===== config.mk =====
export PLATFORM = sky130hd
export DESIGN_NAME = sdram_refresh_sched
export DESIGN_NICKNAME = d
export VERILOG_FILES = /design/src/rtl/rs_pkg.sv /design/src/rtl/rs_interval_timer.sv /design/src/rtl/rs_owe_counter.sv /design/src/rtl/sdram_refresh_sched.sv
export SDC_FILE = /design/constraint.sdc
export NUM_CORES = 1
export LEC_CHECK = 0
export BUFFER_PORTS_ARGS = -buffer_cell sky130_fd_sc_hd__buf_2
export CELL_PAD_IN_SITES_DETAIL_PLACEMENT = 1
export CELL_PAD_IN_SITES_GLOBAL_PLACEMENT = 1
export CORE_ASPECT_RATIO = 1.5
export CORE_MARGIN = 5
export CORE_UTILIZATION = 40
export CTS_CLUSTER_SIZE = 25
export DETAILED_ROUTE_END_ITERATION = 10
export PLACE_DENSITY = 0.76
export SYNTH_ARGS = -nofsm -noshare
export SYNTH_HDL_FRONTEND = slang
export SYNTH_SLANG_ARGS = --single-unit

===== constraint.sdc =====
create_clock -name clk -period 2.8 [get_ports clk]
set_input_delay 0.14 -clock clk [delete_from_list [all_inputs] [get_ports clk]]
set_output_delay 0.14 -clock clk [all_outputs]
set_load 0.03 [all_outputs]

===== src/rtl/rs_pkg.sv =====
package rs_pkg;
    typedef enum logic [2:0] {
        ST_IDLE,
        ST_PRECH,
        ST_CLOSE,
        ST_REQ,
        ST_BUSY,
        ST_HOLD
    } rs_state_e;
endpackage


===== src/rtl/rs_interval_timer.sv =====
module rs_interval_timer #(
    parameter int INTERVAL = 390
) (
    input  logic clk,
    input  logic rst_n,
    input  logic clr,
    output logic tick
);
    localparam int CW = (INTERVAL > 1) ? $clog2(INTERVAL) : 1;
    localparam logic [CW-1:0] LAST = CW'(INTERVAL - 1);

    logic [CW-1:0] cnt;

    assign tick = (cnt == LAST);

    always_ff @(posedge clk) begin
        if (!rst_n || clr || tick) begin
            cnt <= '0;
        end else begin
            cnt <= cnt + 1'b1;
        end
    end
endmodule


===== src/rtl/rs_owe_counter.sv =====
module rs_owe_counter #(
    parameter int PEND_MAX = 8,
    localparam int PW = $clog2(PEND_MAX + 1)
) (
    input  logic          clk,
    input  logic          rst_n,
    input  logic          clr,
    input  logic          inc,
    input  logic          dec,
    output logic [PW-1:0] count
);
    localparam logic [PW-1:0] CAP = PW'(PEND_MAX);

    always_ff @(posedge clk) begin
        if (!rst_n || clr) begin
            count <= '0;
        end else if (inc && !dec) begin
            if (count != CAP) count <= count + 1'b1;
        end else if (dec && !inc) begin
            if (count != '0) count <= count - 1'b1;
        end
    end
endmodule


===== src/rtl/sdram_refresh_sched.sv =====
module sdram_refresh_sched #(
    parameter int CLK_KHZ   = 50000,
    parameter int RETAIN_MS = 64,
    parameter int ROW_COUNT = 8192,
    parameter int PEND_MAX  = 8,
    parameter int EXIT_NOPS = 8,
    localparam int ROW_W    = (ROW_COUNT > 1) ? $clog2(ROW_COUNT) : 1,
    localparam int PEND_W   = $clog2(PEND_MAX + 1)
) (
    input  logic              clk,
    input  logic              rst_n,
    input  logic              low_power,
    input  logic              banks_open,
    input  logic              sr_exit,
    input  logic              pre_gnt,
    input  logic              ref_gnt,
    input  logic              ref_done,
    output logic              pre_req,
    output logic              ref_req,
    output logic [ROW_W-1:0]  row_ptr,
    output logic [PEND_W-1:0] pending
);
    import rs_pkg::*;

    localparam int INTERVAL = (CLK_KHZ * RETAIN_MS) / ROW_COUNT;
    localparam int BURST_W  = $clog2(ROW_COUNT + 1);
    localparam int NOP_W    = (EXIT_NOPS > 1) ? $clog2(EXIT_NOPS) : 1;
    localparam logic [NOP_W-1:0]   NOP_LAST  = NOP_W'(EXIT_NOPS - 1);
    localparam logic [ROW_W-1:0]   ROW_LAST  = ROW_W'(ROW_COUNT - 1);
    localparam logic [BURST_W-1:0] BURST_ALL = BURST_W'(ROW_COUNT);

    rs_state_e            state, nstate;
    logic [BURST_W-1:0]   burst_left;
    logic [NOP_W-1:0]     nop_cnt;
    logic                 tick;
    logic                 work_due;
    logic                 done_ev;
    logic                 burst_on;
    logic                 burst_last;
    logic                 exit_take;
    logic                 hold_end;
    logic                 restart;

    assign burst_on   = (burst_left != '0);
    assign work_due   = !low_power && (burst_on || (pending != '0));
    assign done_ev    = (state == ST_BUSY) && ref_done;
    assign burst_last = done_ev && (burst_left == BURST_W'(1));
    assign exit_take  = (state == ST_IDLE) && sr_exit;
    assign hold_end   = (state == ST_HOLD) && (nop_cnt == NOP_LAST);
    assign restart    = exit_take || burst_last;

    rs_interval_timer #(.INTERVAL(INTERVAL)) i_timer (
        .clk   (clk),
        .rst_n (rst_n),
        .clr   (restart),
        .tick  (tick)
    );

    rs_owe_counter #(.PEND_MAX(PEND_MAX)) i_owe (
        .clk   (clk),
        .rst_n (rst_n),
        .clr   (restart),
        .inc   (tick),
        .dec   (done_ev && !burst_on),
        .count (pending)
    );

    always_ff @(posedge clk) begin
        if (!rst_n) state <= ST_IDLE;
        else        state <= nstate;
    end

    always_comb begin
        nstate = state;
        unique case (state)
            ST_IDLE: begin
                if (sr_exit)       nstate = ST_HOLD;
                else if (work_due) nstate = banks_open ? ST_PRECH : ST_REQ;
            end
            ST_PRECH: if (pre_gnt)     nstate = ST_CLOSE;
            ST_CLOSE: if (!banks_open) nstate = ST_REQ;
            ST_REQ:   if (ref_gnt)     nstate = ST_BUSY;
            ST_BUSY:  if (ref_done)    nstate = ST_IDLE;
            ST_HOLD:  if (hold_end)    nstate = ST_IDLE;
            default:                   nstate = ST_IDLE;
        endcase
    end

    always_comb begin
        pre_req = (state == ST_PRECH);
        ref_req = (state == ST_REQ);
    end

    always_ff @(posedge clk) begin
        if (!rst_n) begin
            row_ptr    <= '0;
            burst_left <= '0;
            nop_cnt    <= '0;
        end else begin
            if (done_ev) begin
                row_ptr <= (row_ptr == ROW_LAST) ? '0 : row_ptr + 1'b1;
            end
            if (hold_end) begin
                burst_left <= BURST_ALL;
            end else if (done_ev && burst_on) begin
                burst_left <= burst_left - 1'b1;
            end
            nop_cnt <= (state == ST_HOLD) ? nop_cnt + 1'b1 : '0;
        end
    end
endmodule


# Yosys cells after proc, flatten, opt, wreduce, memory -nomap -nowiden
# Index checks and enable logic that the tools add are counted.
# op_classes
add_sub_neg	6
n_mul	0
div_mod_pow	0
magnitude_cmp	0
n_eq_ne	17
shift	0
muxes	16
n_bitwise	1
reduce_logical	28
# op_table
op	count
two-way mux 14 bit	2
two-way mux 3 bit	7
case mux 3 bit (6 select lines)	1
two-way mux 4 bit	4
== test 14 x 1 -> 1 bit (second input constant)	1
nonzero test 14 bit	1
subtractor 14 x 1 -> 14 bit (second input constant)	1
adder 13 x 1 -> 13 bit (second input constant)	1
== test 13 bit (second input constant)	1
two-way mux 13 bit	1
!= test 2 bit (second input constant)	6
adder 9 x 1 -> 9 bit (second input constant)	1
== test 3 bit (second input constant)	3
== test 9 bit (second input constant)	1
logical AND 1 bit	9
== test 3 x 2 -> 1 bit (second input constant)	2
AND reduction 6 bit	1
nonzero test 2 bit	3
logical NOT 1 bit	5
adder 4 x 1 -> 4 bit (second input constant)	1
logical OR 1 bit	4
!= test 4 bit (second input constant)	1
nonzero test 4 bit	1
subtractor 4 x 1 -> 4 bit (second input constant)	1
9 further kinds	9
# word_totals
reg_bits	46
latch_bits	0
mem_bits_rw	0
romBits	0
input_bits	8
wordCells	75
n_memories	0

# Longest topological paths before layout
# Gate-level depths: netlist (run 1).
# logic_depth
depth_word	7
ltp_mapped	11

# By module
# A second synthesis (run 1) with hierarchy kept.
# unflattened
hier_cells	279
area_unflattened_um2	2434.8
# by_module_without_submodules
module	n_inst	cells_each	area_each_um2	seq_area_each_um2
sdram_refresh_sched	1	200	1735.4	660.6
rs_interval_timer	1	44	399.1	180.2
rs_owe_counter	1	35	300.3	80.1

# Worst setup path after synthesis (run 1)
# Ideal clock, no wire load.
# synth_timing
path_kind	flip-flop to flip-flop
from	reg burst_left[2]
to	reg i_owe.count[2]
setup_time_ns	0.137
t_arrival_ns	1.965
t_required_ns	2.663
path_slack_ns	0.697
stages_incl_launch_ff	11
synth_period_minus_slack_ns	2.103
path_cell_list	dfxtp_1 -> nor4_4 -> nand4_2 -> o21ai_2 -> xor2_1 -> ha_1 -> nand2b_1 -> nor3_1 -> a41o_1 -> o21ai_1 -> a21oi_1
# synth_between
elab_chain_cells	7
elab_cells_between_ends	15
# synth_rtl
element	line	source
from (decl)	sdram_refresh_sched.sv:33	logic [BURST_W-1:0] burst_left;
from (signal assigned)	sdram_refresh_sched.sv:106	burst_left <= burst_left - 1'b1;
nonzero test 14 bit	sdram_refresh_sched.sv:44	assign burst_on = (burst_left != '0);
logical NOT 1 bit	sdram_refresh_sched.sv:64	.dec (done_ev && !burst_on),
logical AND 1 bit	sdram_refresh_sched.sv:64	
logical NOT 1 bit	rs_owe_counter.sv:17	end else if (inc && !dec) begin
logical AND 1 bit	rs_owe_counter.sv:17	
!= test 2 bit (no source line) or nonzero test 2 bit (tied branches)	n/a	
AND reduction 3 bit (no source line)	n/a	
to (signal assigned)	rs_owe_counter.sv:18	if (count != CAP) count <= count + 1'b1;
to (signal assigned)	rs_owe_counter.sv:20	if (count != '0) count <= count - 1'b1;
to (decl)	rs_owe_counter.sv:10	output logic [PW-1:0] count
# Several ways; a longest one is shown, not always the timed one.
# A chain may end at the register's enable or synchronous reset.

# Final worst setup path (run 1)
# layout_timing
from	reg burst_left[8]
to	reg i_owe.count[2]
# The elaborated chain is that of the path after synthesis.

==> results of run 1 <==
cell usage in the layout (no fill, tap or decap), types with 2 or more instances in the layout:
master,instances
nand4_1,5
o311ai_0,2
buf_2,26
nand2b_1,5
a21oi_1,7
buf_4,4
o21ai_1,2
nor4_4,2
nor3_1,8
and4_1,2
and2_1,6
nor4_1,2
xnor2_1,13
a211oi_1,2
nor2b_1,4
o21ai_0,4
inv_1,6
nand3_1,10
or3_1,2
nand2_1,26
and3_1,4
clkbuf_8,6
nor3b_1,2
xor2_1,19
nor2_1,47
ha_1,9
mux2i_1,2
a21boi_0,3
dfxtp_1,46
worst max path at each step:
stage             startpoint              to  cells past startpoint
2_1_floorplan  burst_left[2]  i_owe.count[2]                     10
5_1_grt        burst_left[2]  i_owe.count[2]                      9
3_3_place_gp   burst_left[2]  i_owe.count[2]                     10
4_1_cts        burst_left[2]  i_owe.count[2]                      9
6_report       burst_left[8]  i_owe.count[2]                     10
3_5_place_dp   burst_left[2]  i_owe.count[2]                      9
synthesized netlist by cell type (all sizes together), types with 6 or more instances:
master	instances
a21oi	7
and2	6
dfxtp	46
ha	9
inv	6
nand2	27
nand3	10
nand4	6
nor2	47
nor3	8
o21ai	7
xnor2	13
xor2	19
power by group through the flow:
| stage | clock network, mW | registers, mW | logic [mW] |
|---|---|---|---|
| 4_1_cts | 0.442 | 0.751 | 0.292 |
| 5_1_grt | 0.468 | 0.761 | 0.316 |
| 2_1_floorplan | 0 | 0.736 | 0.234 |
| 3_3_place_gp | 0 | 0.764 | 0.283 |
| 3_5_place_dp | 0 | 0.767 | 0.289 |
| 6_report | 0.425 | 0.751 | 0.288 |
flip-flops by register name, summed over array words and instances (netlist names):
name and count:
burst_left 14, row_ptr 13, i_timer.cnt 9, i_owe.count 4, nop_cnt 3, state 3
kinds of logic (layout without fill, tap and decap cells):
logic type                 count (synthesis)  after routing  share of synthesized area, %
DFF                                       46             46                         39.42
muxes                                      2              2                        0.8570
xor gates and xnor gates                  32             32                         12.00
and+or+nand+nor                          133            133                         30.64
buffers and inverters                     14             44                         2.357
adders and majority gates                  9              9                         4.821
AOI/OAI and AO/OA                         33             33                         9.910
through the flow:
stage / cells / util, % / hold WS, ns / setup slack, ns
floorplan: 269 / - / 0.3666 / 0.6973
CTS: 371 / 46.06 / 0.1813 / 0.4234
global route: 371 / 46.06 / 0.1924 / 0.1940
global placement: 363 / 44.47 / 0.4124 / 0.5591
finish: 371 / 46.06 / 0.1891 / 0.4506
detailed placement: 363 / 44.47 / 0.4193 / 0.4773
metal layers:
metal  GRT usage, %  vias up  share of wire, %
li1               -      987                 -
met4          5.145        0               1.8
met5              0        -                 0
met1          17.93      944                42
met3          2.713        8               2.1
met2          27.18       19                54
area by class of cell:
cell class,count,area (um2),area share [%]
clock buffer,7,86.33,3.264
clock inverter,1,5.005,0.1892
inverter,6,22.52,0.8515
multi-input combinational,209,1360,51.42
sequential,46,920.9,34.82
tap,72,90.09,3.406
timing repair buffer,30,160.2,6.055
worst register-to-register path: stages (launching register included):
cell and delay, ns:
dfxtp_1 0.39, nor4_4 0.40, nand4_2 0.21, o21ai_2 0.23
xor2_1 0.20, ha_1 0.21, nand2b_1 0.14, nor3_1 0.05
a41o_1 0.20, o21ai_1 0.12, a21oi_1 0.07
==> impl_metrics.ini, run 1 <==
[setup_path]
crit_chain = nor4_4 -> nand4_2 -> o21ai_2 -> xor2_1 -> ha_1 -> nand2b_1 -> nor3_1 -> a41o_1 -> o21ai_1 -> a21oi_1
critical_path.max_stage_delay_ns = 0.40
worstPathArrival_ns = 2.54
worstRegToRegCells = 10
crit_fanout = 5
r2r_start = burst_left[8]
slowest_stage = nor4_4
crit_family = simple AND/OR/NAND/NOR gates
required_ns = 2.99
startpoint_type = register
critPathKind = reg2reg
r2r_slack_ns = 0.45
r2r-end = i_owe.count[2]
crit_path_end_kind = register
critical_path_buf_inv_count = 0

[global_route]
grt_max_degree = 14
antenna_found_initial = 0
grt_pass1_vias = 1997
grt_pass1_wl_mm = 9.280
grt_overflow = 0
grt_use_total_pct = 15.27

[synthesis]
avgSynthCellArea_um2 = 8.684
yosysSeqAreaShare_pct = 39.42
synth_edf_count = 0
syn_area_um2 = 2336
syn-instance-count = 269
synth_cell_types = 50
syn-num-nets = 286
ys_ff_latch = 46
synth_ff_type = dfxtp_1
async_flop_share_pct = 0
synth.top_cell.area_share_pct = 39.42
yosysWarnings = 0
synth_top_area_cell = dfxtp_1
synth.area.top_cells = dfxtp_1 39%, nor2_1 7.6%, xor2_1 7.1%

[cts]
h-tree-depth = 2
clock-root-buffer = clkbuf_8
path_clk_slew_ns = 0.09
cts_hold_buffers = 0
cts_made_buffers = 5
cts_resized = 0
cts_tree = done
cts_sinks = 46
clk-insertion-delay-late_ns = 0.30
postCtsSetupBuffers = 0
cts_buffer_depth = 2

[placed_design]
dpl-instance-area_um2 = 2554
dpl.hpwl_mm = 4.051
numPortBuffers = 26
gp_congestion = 0.7789

[cells_and_area]
fillers = 711
fin_nets = 315
syn_to_final_growth_pct = 13.23
drive_above_1_share_pct = 15.38
diodes = 0
fin_area_um2 = 2645

[job]
drv_cap = 0

[sta]
period_needed_ns = 2.349
hold_viol = 0
fin_tns_setup_ns = 0
timing.fmax_mhz = 425.6
skew_ns = 0.01062
finalSetupViolations = 0
worst_pin_slew_ns = 0.5465
rsz0062_at_grt = no
finalCritPeriodShare_pct = 83.91
slew_violations = 0
maxSlewHeadroom_pct = 63.32

[power]
p_per_area_nw_per_um2 = 553.3
switching_share_pct = 30.85
power_leakage_nw = 1.088
vdd_drop_max_mv = 0.3418
finalPower_mw = 1.464
pwr-share-comb_pct = 19.7
p_int_mw = 1.012
p_seq_share_pct = 51.3
p_clk_share_pct = 29.0
switchingPower_uw = 451.4

[floorplan]
dieArea_um2 = 7500
row_count = 34
ioPinCount = 27
die_y_um = 103.6
core_um2 = 5743
start_util_pct = 40.68
die_w_um = 72.40

[worst_hold_path]
hp-class = in2reg
min_path_cells = 2
min_to = row_ptr[12]
min_from = rst_n

[detailed_routing]
ant_nets = 0
drcViolationCount = 0
post_drt_wl_per_cell_um = 14.20
num_vias = 1958
firstDrtPassIters = 4
first_iter_violations = 63
viasPerCell = 5.278
routed_wl_mm = 5.270

[run_status]
status = complete, no violations
Power figures use the tool's default switching activity.
==> run 2: changes to the inputs <==
--- a/config.mk
+++ b/config.mk
@@ -10,10 +10,10 @@
 export CELL_PAD_IN_SITES_GLOBAL_PLACEMENT = 1
 export CORE_ASPECT_RATIO = 1.5
 export CORE_MARGIN = 5
-export CORE_UTILIZATION = 40
+export CORE_UTILIZATION = 39
 export CTS_CLUSTER_SIZE = 25
 export DETAILED_ROUTE_END_ITERATION = 10
-export PLACE_DENSITY = 0.76
+export PLACE_DENSITY = 0.77
 export SYNTH_ARGS = -nofsm -noshare
 export SYNTH_HDL_FRONTEND = slang
 export SYNTH_SLANG_ARGS = --single-unit
==> constraint.sdc (replaced) <==
create_clock -name clk -period 1.9 [get_ports clk]
set_input_delay 0.095 -clock clk [delete_from_list [all_inputs] [get_ports clk]]
set_output_delay 0.095 -clock clk [all_outputs]
set_load 0.03 [all_outputs]
==> impl_metrics.ini, run 2 (synthesis gave the netlist of run 1 again) <==
[global_route]
grt_pass1_wl_mm = 10.92
grt_pass1_vias = 2364
antenna_found_initial = 0
grt_use_total_pct = 18.00
grt_max_degree = 15
grt_overflow = 0

[sta]
fin_ws_ns = -0.3610
skew_ns = 0.006258
finalCritPeriodShare_pct = 119.0
slew_violations = 0
period_needed_ns = 2.261
hold_viol = 0
rsz0062_at_grt = yes
timing.fmax_mhz = 442.3
finalSetupViolations = 4
maxSlewHeadroom_pct = 67.27
holdWs_ns = 0.1426
worst_pin_slew_ns = 0.4870

[setup_path]
startpoint_type = register
slowest_stage = nor4_4
worstPathArrival_ns = 2.45
critical_path.max_stage_delay_ns = 0.36
crit_fanout = 3
crit_path_end_kind = register
crit_chain = nor4_4 -> nand4_2 -> o21ai_2 -> xor2_1 -> ha_2 -> nand2b_4 -> nor3_2 -> a41o_1 -> o21ai_1 -> a21oi_1
critPathKind = reg2reg
required_ns = 2.09

[cells_and_area]
largest_reg_flops = 14
post-route-util_pct = 54.14
drive_above_1_share_pct = 34.77
syn_to_final_growth_pct = 35.08
top_register = burst_left
layout_commonest_cell = buf_4
fin_nets = 365
fillers = 705
largestRegisters = burst_left: 14 flops, row_ptr: 13 flops, i_timer.cnt: 9 flops
diodes = 0
fin_area_um2 = 3156
final_cell_mix = 51 x buf_4, 46 x nor2_1, 40 x dfxtp_1

[run_status]
violations = negative setup slack
status = finished, violations left

[detailed_routing]
routed_wl_mm = 6.841
ant_nets = 0
drcViolationCount = 0
viasPerCell = 5.276
post_drt_wl_per_cell_um = 16.29
firstDrtPassIters = 4
num_vias = 2216
first_iter_violations = 34

[power]
power_leakage_nw = 1.373
vdd_drop_max_mv = 0.5576
finalPower_mw = 2.333
p_per_area_nw_per_um2 = 739.4

[cts]
path_clk_slew_ns = 0.08
clock-root-buffer = clkbuf_8
cts_buffer_depth = 2
cts_sinks = 46
h-tree-depth = 2
cts_tree = done
clk-insertion-delay-late_ns = 0.30
cts_hold_buffers = 0
cts_made_buffers = 5

[floorplan]
row_count = 34
start_util_pct = 40.08
core_um2 = 5828
die_y_um = 104.8
die_w_um = 73.19
ioPinCount = 27
dieArea_um2 = 7669

[placed_design]
dpl.hpwl_mm = 5.064
dpl-instance-area_um2 = 2890
gp_congestion = 0.7534
numPortBuffers = 26

[worst_hold_path]
hp-class = in2reg

[job]
drv_cap = 0
run 2: cell count changes in the layout (fill, tap and decap cells not counted), sizes merged:
cell	delta
clkinv	-1
clkinvlp	+2
buf	+50
clkbuf	-2
run 2: power breakdown:
part           switching (mW)  internal, mW  total (mW)
Sequential             0.0523          1.01        1.06
Clock                   0.340         0.252       0.592
Combinational           0.362         0.315       0.677
run 2: path summary, 6_finish.rpt:
kind                  start        endpoint  slack (ns)  cells after the start
min reg2reg      nop_cnt[0]      nop_cnt[0]        0.41                      1
min                   rst_n      row_ptr[1]        0.14                      2
max          burst_left[11]  i_owe.count[2]       -0.36                     10
max reg2reg  burst_left[11]  i_owe.count[2]       -0.36                     10
run 2: timing repair:
item | 4_1_cts | 5_1_grt
setup endpoints to repair | 17 | 21
pin swaps | 9 | 8
setup buffers | 4 | 3
resized for setup | 14 | 16
run 2: final cells by class:
type / instances / area, um2 / area share (%)
clock buffer: 5 / 68.82 / 2.181
clock inverter: 2 / 15.01 / 0.4758
inverter: 6 / 22.52 / 0.7137
multi-input combinational: 209 / 1484 / 47.03
sequential: 46 / 928.4 / 29.42
tap: 72 / 90.09 / 2.855
timing repair buffer: 80 / 546.8 / 17.33
run 2: layer usage:
metal	track usage [%]	vias up	part of all wire [%]	routed length [um]
met3	2.786	18	2.1	145
met4	6.596	0	2.7	185
met5	0	-	0	0
met2	35.85	26	59	4032
li1	-	1083	-	-
met1	17.51	1089	36	2477
run 2: critical path, delay by kind of cell (launching register included):
| family | cells | cell delay (ns) |
|---|---|---|
| adder cells (fa/ha/maj) | 1 | 0.24 |
| AO/OA/AOI/OAI | 4 | 0.61 |
| flip-flops | 1 | 0.34 |
| XOR/XNOR | 1 | 0.18 |
| AND/OR/NAND/NOR | 4 | 0.77 |
run 2: metrics by stage:
| step | TNS (ns) | std cells | worst slack (ns) |
|---|---|---|---|
| 2_1_floorplan | -0.2944 | 269 | -0.1661 |
| 3_3_place_gp | -0.4697 | 406 | -0.1748 |
| 3_5_place_dp | -0.9512 | 406 | -0.4074 |
| 4_1_cts | -1.079 | 417 | -0.3036 |
| 5_1_grt | -1.389 | 420 | -0.4404 |
| 6_report | -1.120 | 420 | -0.3610 |
